==> config.mk <==
export PLATFORM = sky130hd
export DESIGN_NAME = brk_offstate_ctrl
export DESIGN_NICKNAME = d
export VERILOG_FILES = /design/src/rtl/brk_offstate_pkg.sv /design/src/rtl/brk_sync.sv /design/src/rtl/brk_cfg.sv /design/src/rtl/moe_ctrl.sv /design/src/rtl/off_state_mux.sv /design/src/rtl/brk_offstate_ctrl.sv
export SDC_FILE = /design/constraint.sdc
export NUM_CORES = 1
export LEC_CHECK = 0
export BUFFER_PORTS_ARGS = -buffer_cell sky130_fd_sc_hd__buf_2
export CORE_AREA = 2 2 39 41
export CTS_BUF_LIST = sky130_fd_sc_hd__clkbuf_4
export DETAILED_ROUTE_END_ITERATION = 7
export DIE_AREA = 0 0 41 43
export PLACE_DENSITY_LB_ADDON = 0.25
export SLEW_MARGIN = 20
export SYNTH_ARGS = -nofsm -noshare
export SYNTH_HDL_FRONTEND = slang
export SYNTH_HIERARCHICAL = 1
export SYNTH_SLANG_ARGS = --single-unit
==> constraint.sdc <==
create_clock -name clk -period 1.8 [get_ports clk]
set_input_delay 0.09 -clock clk [delete_from_list [all_inputs] [get_ports clk]]
set_output_delay 0.09 -clock clk [all_outputs]
set_load 0.02 [all_outputs]
==> src/rtl/brk_offstate_pkg.sv <==
package brk_offstate_pkg;

  typedef struct packed {
    logic val;
    logic oe;
  } leg_t;

  // break condition from a synchronized sample under the effective config
  function automatic logic brk_hit(input logic pin_s, input logic fail,
                                   input logic pol, input logic en);
    logic pin_act;
    pin_act = pol ? pin_s : ~pin_s;
    return en & (pin_act | fail);
  endfunction

endpackage

==> src/rtl/brk_sync.sv <==
module brk_sync #(
  parameter int STAGES = 2
) (
  input  logic clk,
  input  logic rst_n,
  input  logic d,
  output logic q
);
  logic [STAGES-1:0] chain;

  generate
    for (genvar i = 0; i < STAGES; i++) begin : g_stage
      if (i == 0) begin : g_first
        always_ff @(posedge clk or negedge rst_n)
          if (!rst_n) chain[0] <= 1'b0;
          else        chain[0] <= d;
      end else begin : g_next
        always_ff @(posedge clk or negedge rst_n)
          if (!rst_n) chain[i] <= 1'b0;
          else        chain[i] <= chain[i-1];
      end
    end
  endgenerate

  assign q = chain[STAGES-1];
endmodule

==> src/rtl/brk_cfg.sv <==
module brk_cfg (
  input  logic clk,
  input  logic rst_n,
  input  logic wr,
  input  logic pol_in,
  input  logic en_in,
  output logic pol_eff,
  output logic en_eff
);
  logic pol_sh, en_sh;

  always_ff @(posedge clk or negedge rst_n) begin
    if (!rst_n) begin
      pol_sh  <= 1'b0;
      en_sh   <= 1'b0;
      pol_eff <= 1'b0;
      en_eff  <= 1'b0;
    end else begin
      if (wr) begin
        pol_sh <= pol_in;
        en_sh  <= en_in;
      end
      pol_eff <= pol_sh;
      en_eff  <= en_sh;
    end
  end

  // written value visible exactly two edges after the write cycle
  p_cfg_late_r4: assert property (@(posedge clk) disable iff (!rst_n)
    wr |=> ##1 (pol_eff == $past(pol_in, 2) && en_eff == $past(en_in, 2)));
endmodule

==> src/rtl/moe_ctrl.sv <==
module moe_ctrl (
  input  logic clk,
  input  logic rst_n,
  input  logic brk_active,
  input  logic set_req,
  output logic moe
);
  always_ff @(posedge clk or negedge rst_n) begin
    if (!rst_n)          moe <= 1'b0;
    else if (brk_active) moe <= 1'b0;
    else if (set_req)    moe <= 1'b1;
  end

  p_brk_clears_r5: assert property (@(posedge clk) disable iff (!rst_n)
    brk_active |=> !moe);
  p_set_wins_r5: assert property (@(posedge clk) disable iff (!rst_n)
    (set_req && !brk_active) |=> moe);
  p_only_brk_clears_r5: assert property (@(posedge clk) disable iff (!rst_n)
    $fell(moe) |-> $past(brk_active));
endmodule

==> src/rtl/off_state_mux.sv <==
module off_state_mux
  import brk_offstate_pkg::*;
#(
  parameter int HAS_COMP = 1
) (
  input  logic moe,
  input  logic ch_active,
  input  logic ref_wave,
  input  logic run_off_sel,
  input  logic idle_off_sel,
  input  logic en_p,
  input  logic en_n,
  input  logic idle_lvl_p,
  input  logic idle_lvl_n,
  output leg_t leg_p,
  output leg_t leg_n
);
  localparam bit COMP = (HAS_COMP != 0);

  logic any_en;
  leg_t p_c, n_c;

  assign any_en = en_p | (COMP & en_n);

  always_comb begin
    p_c = '0;
    n_c = '0;
    if (moe) begin
      if (ch_active) begin
        p_c.oe  = en_p;
        p_c.val = en_p & ref_wave;
        n_c.oe  = en_n;
        n_c.val = en_n & ~ref_wave;
      end else if (COMP && run_off_sel && any_en) begin
        p_c.oe = 1'b1;
        n_c.oe = 1'b1;
      end else if (!COMP) begin
        p_c.oe = en_p;
      end
    end else if (idle_off_sel && any_en) begin
      p_c.oe  = 1'b1;
      p_c.val = idle_lvl_p;
      n_c.oe  = 1'b1;
      n_c.val = idle_lvl_n;
    end
  end

  assign leg_p = p_c;

  generate
    if (COMP) begin : g_comp
      assign leg_n = n_c;
    end else begin : g_nocomp
      assign leg_n = '0;
    end
  endgenerate

  always_comb begin
    a_released_zero_r12: assert (leg_p.oe || !leg_p.val);
    a_released_zero_n_r12: assert (leg_n.oe || !leg_n.val);
    if (!moe && !idle_off_sel) a_idle_hiz_r9: assert (!leg_p.oe && !leg_n.oe);
    if (moe && !ch_active && !run_off_sel && COMP) a_run_hiz_r7: assert (!leg_p.oe && !leg_n.oe);
    if (!COMP) a_no_comp_r11: assert (!leg_n.oe);
  end
endmodule

==> src/rtl/brk_offstate_ctrl.sv <==
module brk_offstate_ctrl
  import brk_offstate_pkg::*;
#(
  parameter int HAS_COMP    = 1,
  parameter int SYNC_STAGES = 2
) (
  input  logic clk,
  input  logic rst_n,
  input  logic brk_pin,
  input  logic clk_fail,
  input  logic cfg_wr,
  input  logic cfg_pol,
  input  logic cfg_brk_en,
  input  logic set_main,
  input  logic run_off_sel,
  input  logic idle_off_sel,
  input  logic en_p,
  input  logic en_n,
  input  logic idle_lvl_p,
  input  logic idle_lvl_n,
  input  logic ch_active,
  input  logic ref_wave,
  output logic main_en,
  output logic out_p,
  output logic oe_p,
  output logic out_n,
  output logic oe_n
);
  logic pin_s, pol_eff, en_eff, brk_active;
  leg_t leg_p, leg_n;

  brk_sync #(.STAGES(SYNC_STAGES)) i_sync (
    .clk(clk), .rst_n(rst_n), .d(brk_pin), .q(pin_s));

  brk_cfg i_cfg (
    .clk(clk), .rst_n(rst_n), .wr(cfg_wr), .pol_in(cfg_pol),
    .en_in(cfg_brk_en), .pol_eff(pol_eff), .en_eff(en_eff));

  assign brk_active = brk_hit(pin_s, clk_fail, pol_eff, en_eff);

  moe_ctrl i_moe (
    .clk(clk), .rst_n(rst_n), .brk_active(brk_active),
    .set_req(set_main), .moe(main_en));

  off_state_mux #(.HAS_COMP(HAS_COMP)) i_mux (
    .moe(main_en), .ch_active(ch_active), .ref_wave(ref_wave),
    .run_off_sel(run_off_sel), .idle_off_sel(idle_off_sel),
    .en_p(en_p), .en_n(en_n), .idle_lvl_p(idle_lvl_p),
    .idle_lvl_n(idle_lvl_n), .leg_p(leg_p), .leg_n(leg_n));

  assign out_p = leg_p.val;
  assign oe_p  = leg_p.oe;
  assign out_n = leg_n.val;
  assign oe_n  = leg_n.oe;

  // with the break gate off, a set main enable survives any pin or failure
  p_gate_holds_r3: assert property (@(posedge clk) disable iff (!rst_n)
    (!en_eff && main_en) |=> main_en);
  // a pin sample in break state under enable clears main enable next edge
  p_pin_break_r2: assert property (@(posedge clk) disable iff (!rst_n)
    (en_eff && (pin_s == pol_eff)) |=> !main_en);
endmodule

==> impl_metrics.json, run 1 <==
{
  "synth_warnings": 6,
  "crit_chain": "nand2b_4, o31ai_1, buf_2",
  "grt_use_total_pct": 9.42,
  "ctsResizeCount": 0,
  "area_delta_synth_final_pct": 53.3,
  "port_buffers": 20,
  "die_y_um": 43,
  "dr_total_vias": 287,
  "fp-row-count": 14,
  "hp-class": "in2reg",
  "clockBufferDepth": 2,
  "holdPathStages": 2,
  "cts_buffers": 3,
  "regToRegStartpoint": "i_cfg/pol_eff",
  "fin_skew_ns": 0.00173,
  "worstReg2RegEnd": "i_moe/moe",
  "cts.sinks": 7,
  "crit_family": "flip-flops",
  "drt_iter0_markers": 4,
  "min_from": "set_main",
  "crit_arrival_ns": 1.26,
  "crit_slowest_cell": "dfrtp_1",
  "worstSkewPairLatency_ns": 0.24,
  "syn-instance-count": 25,
  "critical_path_class": "reg2out",
  "cp_max_fo": 8,
  "cts_max_level": 1,
  "gp_congestion": 0.546,
  "syn_area_per_cell_um2": 12.8,
  "critPathCaptureType": "primary output",
  "wl_um": 642,
  "grt_start_max_net_pins": 9,
  "rr_worst_depth": 3,
  "grt_pass1_vias": 282,
  "path_buf_inv": 1,
  "p_leak_nw": 0.251,
  "wl_per_cell_um": 9.58,
  "period_minus_slack_ns": 1.35,
  "detail_route.first_pass.iterations": 4,
  "overflow": 0,
  "yosys_register_bits": 7,
  "status": "finished, final reports clean",
  "ios": 21,
  "core-area_mm2": 0.00138,
  "die_area_mm2": 0.00176,
  "setup_viol": 0,
  "finalHoldViolations": 0,
  "min_to": "i_moe/moe",
  "antenna_found_initial": 0,
  "vias_per_cell": 4.28,
  "drv_cap": 0,
  "n_antenna_cell": 0,
  "drv_slew": 0,
  "start_kind": "register",
  "reg2reg_setup_slack_ns": 0.89,
  "antenna_left": 0,
  "root_buffer": "clkbuf_4",
  "critPathRequiredTime_ns": 1.71,
  "tightest_slew_ns": 0.178,
  "synth_cell_types": 14,
  "slowest_delay_ns": 0.43,
  "clk_pin_slew_ns": 0.05,
  "power_density_mw_per_mm2": 882,
  "hpwlAfterDp_um": 541,
  "peakVddDrop_mv": 0.343,
  "max_slew_margin_pct": 88.1,
  "fin_nets": 68,
  "yosysSeqAreaShare_pct": 54.9,
  "cts_setup_buffers": 0,
  "cts_hold_buf": 2,
  "drc": 0,
  "syn-cell-area_um2": 319,
  "hold_slack_ns": 0.0757,
  "grt_pass1_wl_um": 1100,
  "fp.dieW_um": 41,
  "layout-drive-gt1-share_pct": 52.9,
  "setup-tns-final_ns": 0,
  "rsz0062_at_grt": "false",
  "synth_fp_nets": 41,
  "initial_core_util_pct": 23.1,
  "max_freq_mhz": 742,
  "fin_crit_sh_pct": 74.9,
  "cts_tree": "built"
}
## worst register-to-register path, delay by kind of cell, from the launching register on
family | cells | cell delay [ns]
DFF | 1 | 0.37
AOI/OAI and AO/OA | 2 | 0.36
xor gates and xnor gates | 1 | 0.12
## Yosys cell counts (all sizes together)
library cell  n  area, um^2
inv           2        7.51
dfrtp         7         175
nand2b        1        13.8
o21a          1        7.51
mux2          2        22.5
o31ai         2        15.0
nor2          1        3.75
a21boi        2        15.0
o21ai         1        5.00
nand4b        1        8.76
o21ba         1        10.0
nand4         1        6.26
o2bb2a        2        20.0
xnor2         1        8.76
## per-stage QoR
step / util, % / cells / instance area, um^2 / power [W] / setup slack, ns
2_1_floorplan: - / 25 / 319 / 0.000238 / 0.464
4_1_cts: 35.4 / 67 / 489 / 0.000442 / 0.439
3_5_place_dp: 31.7 / 61 / 439 / 0.000280 / 0.712
5_1_grt: 35.4 / 67 / 489 / 0.000462 / 0.289
3_3_place_gp: 31.7 / 61 / 439 / 0.000279 / 0.703
6_report: 35.4 / 67 / 489 / 0.000431 / 0.452
## worst max-delay path by stage
| stage | start | endpoint | cells after the start |
|---|---|---|---|
| after global placement | i_moe/moe | out_n | 3 |
| after CTS | i_moe/moe | out_n | 3 |
| after detailed placement | i_moe/moe | out_n | 3 |
| after floorplan | i_moe/moe | out_n | 2 |
| after global routing | i_moe/moe | out_n | 3 |
| final | i_moe/moe | out_n | 3 |
## logic make-up (layout without fill, tap and decap cells)
logic type | after synthesis | count (layout) | synth area share [%]
flip-flops | 7 | 7 | 54.9
XOR/XNOR | 1 | 1 | 2.75
AND/OR/NAND/NOR | 4 | 4 | 10.2
multiplexers | 2 | 2 | 7.06
buffers and inverters | 2 | 28 | 2.35
AO/OA/AOI/OAI | 9 | 9 | 22.7
## sequential cells by signal, summed over array words and instances, names as in the netlist
signal         cells
i_sync/q           1
i_sync/chain       1
i_cfg/en_sh        1
i_cfg/en_eff       1
i_moe/moe          1
i_cfg/pol_eff      1
i_cfg/pol_sh       1
## layout make-up
type	instances	area (um^2)
fillers	150	895
flip-flops and latches	7	175
multi-input cells	16	136
repair buffers	22	120
clock buffers	4	30.0
well taps	16	20.0
inverters	2	7.51
## per-layer routing
layer / track usage (%) / share of wire (%) / vias to the layer above
met5: 0 / 0 / -
met4: 6.00 / 0 / 0
met2: 12.5 / 49 / 10
met3: 4.71 / 7.5 / 0
li1: - / - / 145
met1: 11.6 / 43 / 132
## cells in the final DEF (no fill, tap or decap), drive strengths merged, types with 2 or more instances in the layout
cell type / count
inv: 2
o2bb2a: 2
dfrtp: 7
clkbuf: 4
o31ai: 2
mux2: 2
dlygate4sd3: 2
a21boi: 2
buf: 20
## power breakdown
| group | total (W) | internal [W] | switching (W) |
|---|---|---|---|
| sequential | 0.000183 | 0.000173 | 0.0000101 |
| clock | 0.000152 | 0.0000993 | 0.0000530 |
| combinational | 0.0000964 | 0.0000496 | 0.0000468 |
| total | 0.000431 | 0.000321 | 0.000110 |
Power figures use the tool's default switching activity.
==> run 2, diff against run 1 <==
--- a/config.mk
+++ b/config.mk
@@ -5,6 +5,7 @@
 export SDC_FILE = /design/constraint.sdc
 export NUM_CORES = 1
 export LEC_CHECK = 0
+export ABC_AREA = 1
 export BUFFER_PORTS_ARGS = -buffer_cell sky130_fd_sc_hd__buf_2
 export CORE_AREA = 2 2 39 41
 export CTS_BUF_LIST = sky130_fd_sc_hd__clkbuf_4
==> constraint.sdc (replaced) <==
create_clock -name clk -period 1.24 [get_ports clk]
set_input_delay 0.062 -clock clk [delete_from_list [all_inputs] [get_ports clk]]
set_output_delay 0.062 -clock clk [all_outputs]
set_load 0.02 [all_outputs]
==> run 2 against run 1 <==
Effect of this change:
- power grew 41%
- combinational power grew 32%
- routed wire length shrank 4.5%
- final cell count grew 36%
- via count grew 25%
- clock skew grew 0.0017 ns
- synthesized cell count grew 96%
- flip-flop and latch count is the same
- critical path depth grew 1
- utilization grew 1.5 points
- count of clock-buffer cells in the layout is the same
- global-route usage shrank 0.89 points
- critical endpoint is now oe_p
==> impl_metrics.json, run 2 <==
{
  "status": "finished, final reports clean",
  "synth-async-reset-ratio_pct": 100,
  "rsz0062_at_grt": "false",
  "hp-class": "in2reg",
  "p_leak_nw": 0.324,
  "synth_edf_count": 0,
  "drv_cap": 0,
  "fin_cells": 91,
  "n_antenna_cell": 0,
  "vias_per_cell": 3.95,
  "cts_buffers": 3,
  "drt_iter0_markers": 3,
  "dp.cells": 85,
  "fp.dieW_um": 41,
  "critPathCaptureType": "primary output",
  "max_freq_mhz": 888,
  "final_cell_mix": "nand2_1, buf_2, inv_1, nor2_1, dfrtp_1",
  "mostFrequentLayoutCell": "nand2_1",
  "overflow": 0,
  "finalHoldViolations": 0,
  "grt_pass1_vias": 310,
  "setup_viol": 0,
  "crit_arrival_ns": 1.06,
  "start_kind": "register",
  "yosysTopAreaCellShare_pct": 51.5,
  "synth_most_common_cell": "nand2_1",
  "worstSkewPairLatency_ns": 0.24,
  "setup-tns-final_ns": 0,
  "p_int_w": 0.000446,
  "dr_total_vias": 359,
  "yosysTopAreaCell": "dfrtp_1",
  "period_minus_slack_ns": 1.13,
  "wl_um": 613,
  "tightest_slew_ns": 0.177,
  "peakVddDrop_mv": 0.509,
  "clkPwrFrac_pct": 36.2,
  "die_area_mm2": 0.00176,
  "clockBufferDepth": 2,
  "synthTopCellsByCount": "nand2_1, inv_1, nor2_1",
  "area_delta_synth_final_pct": 50.0,
  "ios": 21,
  "grt_start_max_net_pins": 8,
  "die_y_um": 43,
  "synth_fp_nets": 65,
  "drv_slew": 0,
  "port_buffers": 20,
  "fin_skew_ns": 0.00340,
  "syn-instance-count": 49,
  "cts.sinks": 7,
  "fin_crit_sh_pct": 90.9,
  "cts_tree": "built",
  "pwr-share-seq_pct": 42.9,
  "synth_warnings": 6,
  "power_density_mw_per_mm2": 1190,
  "nFillCells": 156,
  "critical_path_class": "reg2out",
  "synth_cell_types": 7,
  "root_buffer": "clkbuf_4",
  "fin_nets": 92,
  "antenna_found_initial": 0,
  "multi_input_comb_area_um2": 135,
  "clk_pin_slew_ns": 0.05,
  "core-area_mm2": 0.00138,
  "hpwlAfterDp_um": 515,
  "initial_core_util_pct": 24.6,
  "final-seq-area_um2": 175,
  "layout-drive-gt1-share_pct": 33.3,
  "wl_per_cell_um": 6.74,
  "fp-row-count": 14,
  "synth.area.top_cells": "dfrtp_1, nand2_1, inv_1",
  "yosysSeqAreaShare_pct": 51.5,
  "p_sw_share_pct": 26.7,
  "yosys_register_bits": 7,
  "p_switching_w": 0.000162,
  "syn-cell-area_um2": 340,
  "syn_area_per_cell_um2": 6.95,
  "critPathRequiredTime_ns": 1.18,
  "grt_use_total_pct": 8.53,
  "p_comb_share_pct": 20.9,
  "max_slew_margin_pct": 88.2,
  "synthFlopType": "dfrtp_1",
  "antenna_left": 0,
  "gp_congestion": 0.653,
  "detail_route.first_pass.iterations": 3,
  "grt_pass1_wl_um": 1010,
  "drc": 0,
  "cp_max_fo": 7,
  "cts_max_level": 1
}
[run 2: cells by family after synthesis]
family	share of synthesized area, %
and+or+nand+nor	39.7
buffers and inverters	8.82
DFF	51.5
[run 2: repair_timing]
item / 4_1_cts / 5_1_grt
endpoints found under the hold margin: 8 / 0
hold buffers: 2 / 0
gates resized for setup: 0 / 0
buffers inserted: 0 / 0
[run 2: through the flow]
stage          worst slack [ns]  power [W]  hold WS (ns)  util [%]  instance area [um^2]
3_3_place_gp              0.378   0.000388        -0.100      33.3                   460
3_5_place_dp              0.365   0.000389       -0.0992      33.3                   460
2_1_floorplan             0.340   0.000333        -0.234         -                   340
4_1_cts                  0.0935   0.000623      0.000701      36.9                   510
6_report                  0.113   0.000608       0.00892      36.9                   510
5_1_grt                  0.0114   0.000650        0.0152      36.9                   510
[run 2: path summary, 6_finish.rpt]
path,from,to,slack [ns],cells past startpoint
hold / removal,cfg_pol,i_cfg/pol_sh,0.009,3
setup / recovery,i_moe/moe,oe_p,0.11,4
hold reg to reg,i_sync/chain[0],i_sync/q,0.35,0
max in group asynchronous,rst_n,i_moe/moe,0.91,2
min in group asynchronous,rst_n,i_sync/chain[0],0.17,2
setup reg to reg,i_sync/q,i_moe/moe,0.47,5
[run 2: power groups by stage]
stage                     combinational, W  clock (W)  sequential (W)
after global routing              0.000144   0.000243        0.000264
after global placement            0.000124          0        0.000264
after floorplan                  0.0000637          0        0.000269
after CTS                         0.000130   0.000232        0.000261
final                             0.000127   0.000220        0.000261
after detailed placement          0.000125          0        0.000265
[run 2: layout make-up]
class / count / share of cell area, %
sequential: 7 / 34.3
multi-input combinational: 34 / 26.5
timing repair buffer: 22 / 23.5
clock buffer: 4 / 5.88
inverter: 8 / 5.88
tap: 16 / 3.92
[run 2: routing by layer]
layer	GRT usage, %	vias up	part of all wire (%)	routed length [um]
met1	8.33	154	38	236
met5	0	-	0	0
met4	8.00	0	0	0
met2	13.4	9	53	323
met3	2.09	0	8.6	53
li1	-	196	-	-
[run 2: worst max-delay path, cell delays in order, from the launching register on]
cell	delay, ns
dfrtp_1	0.42
inv_1	0.11
nand2_1	0.07
nand2_1	0.07
buf_2	0.15
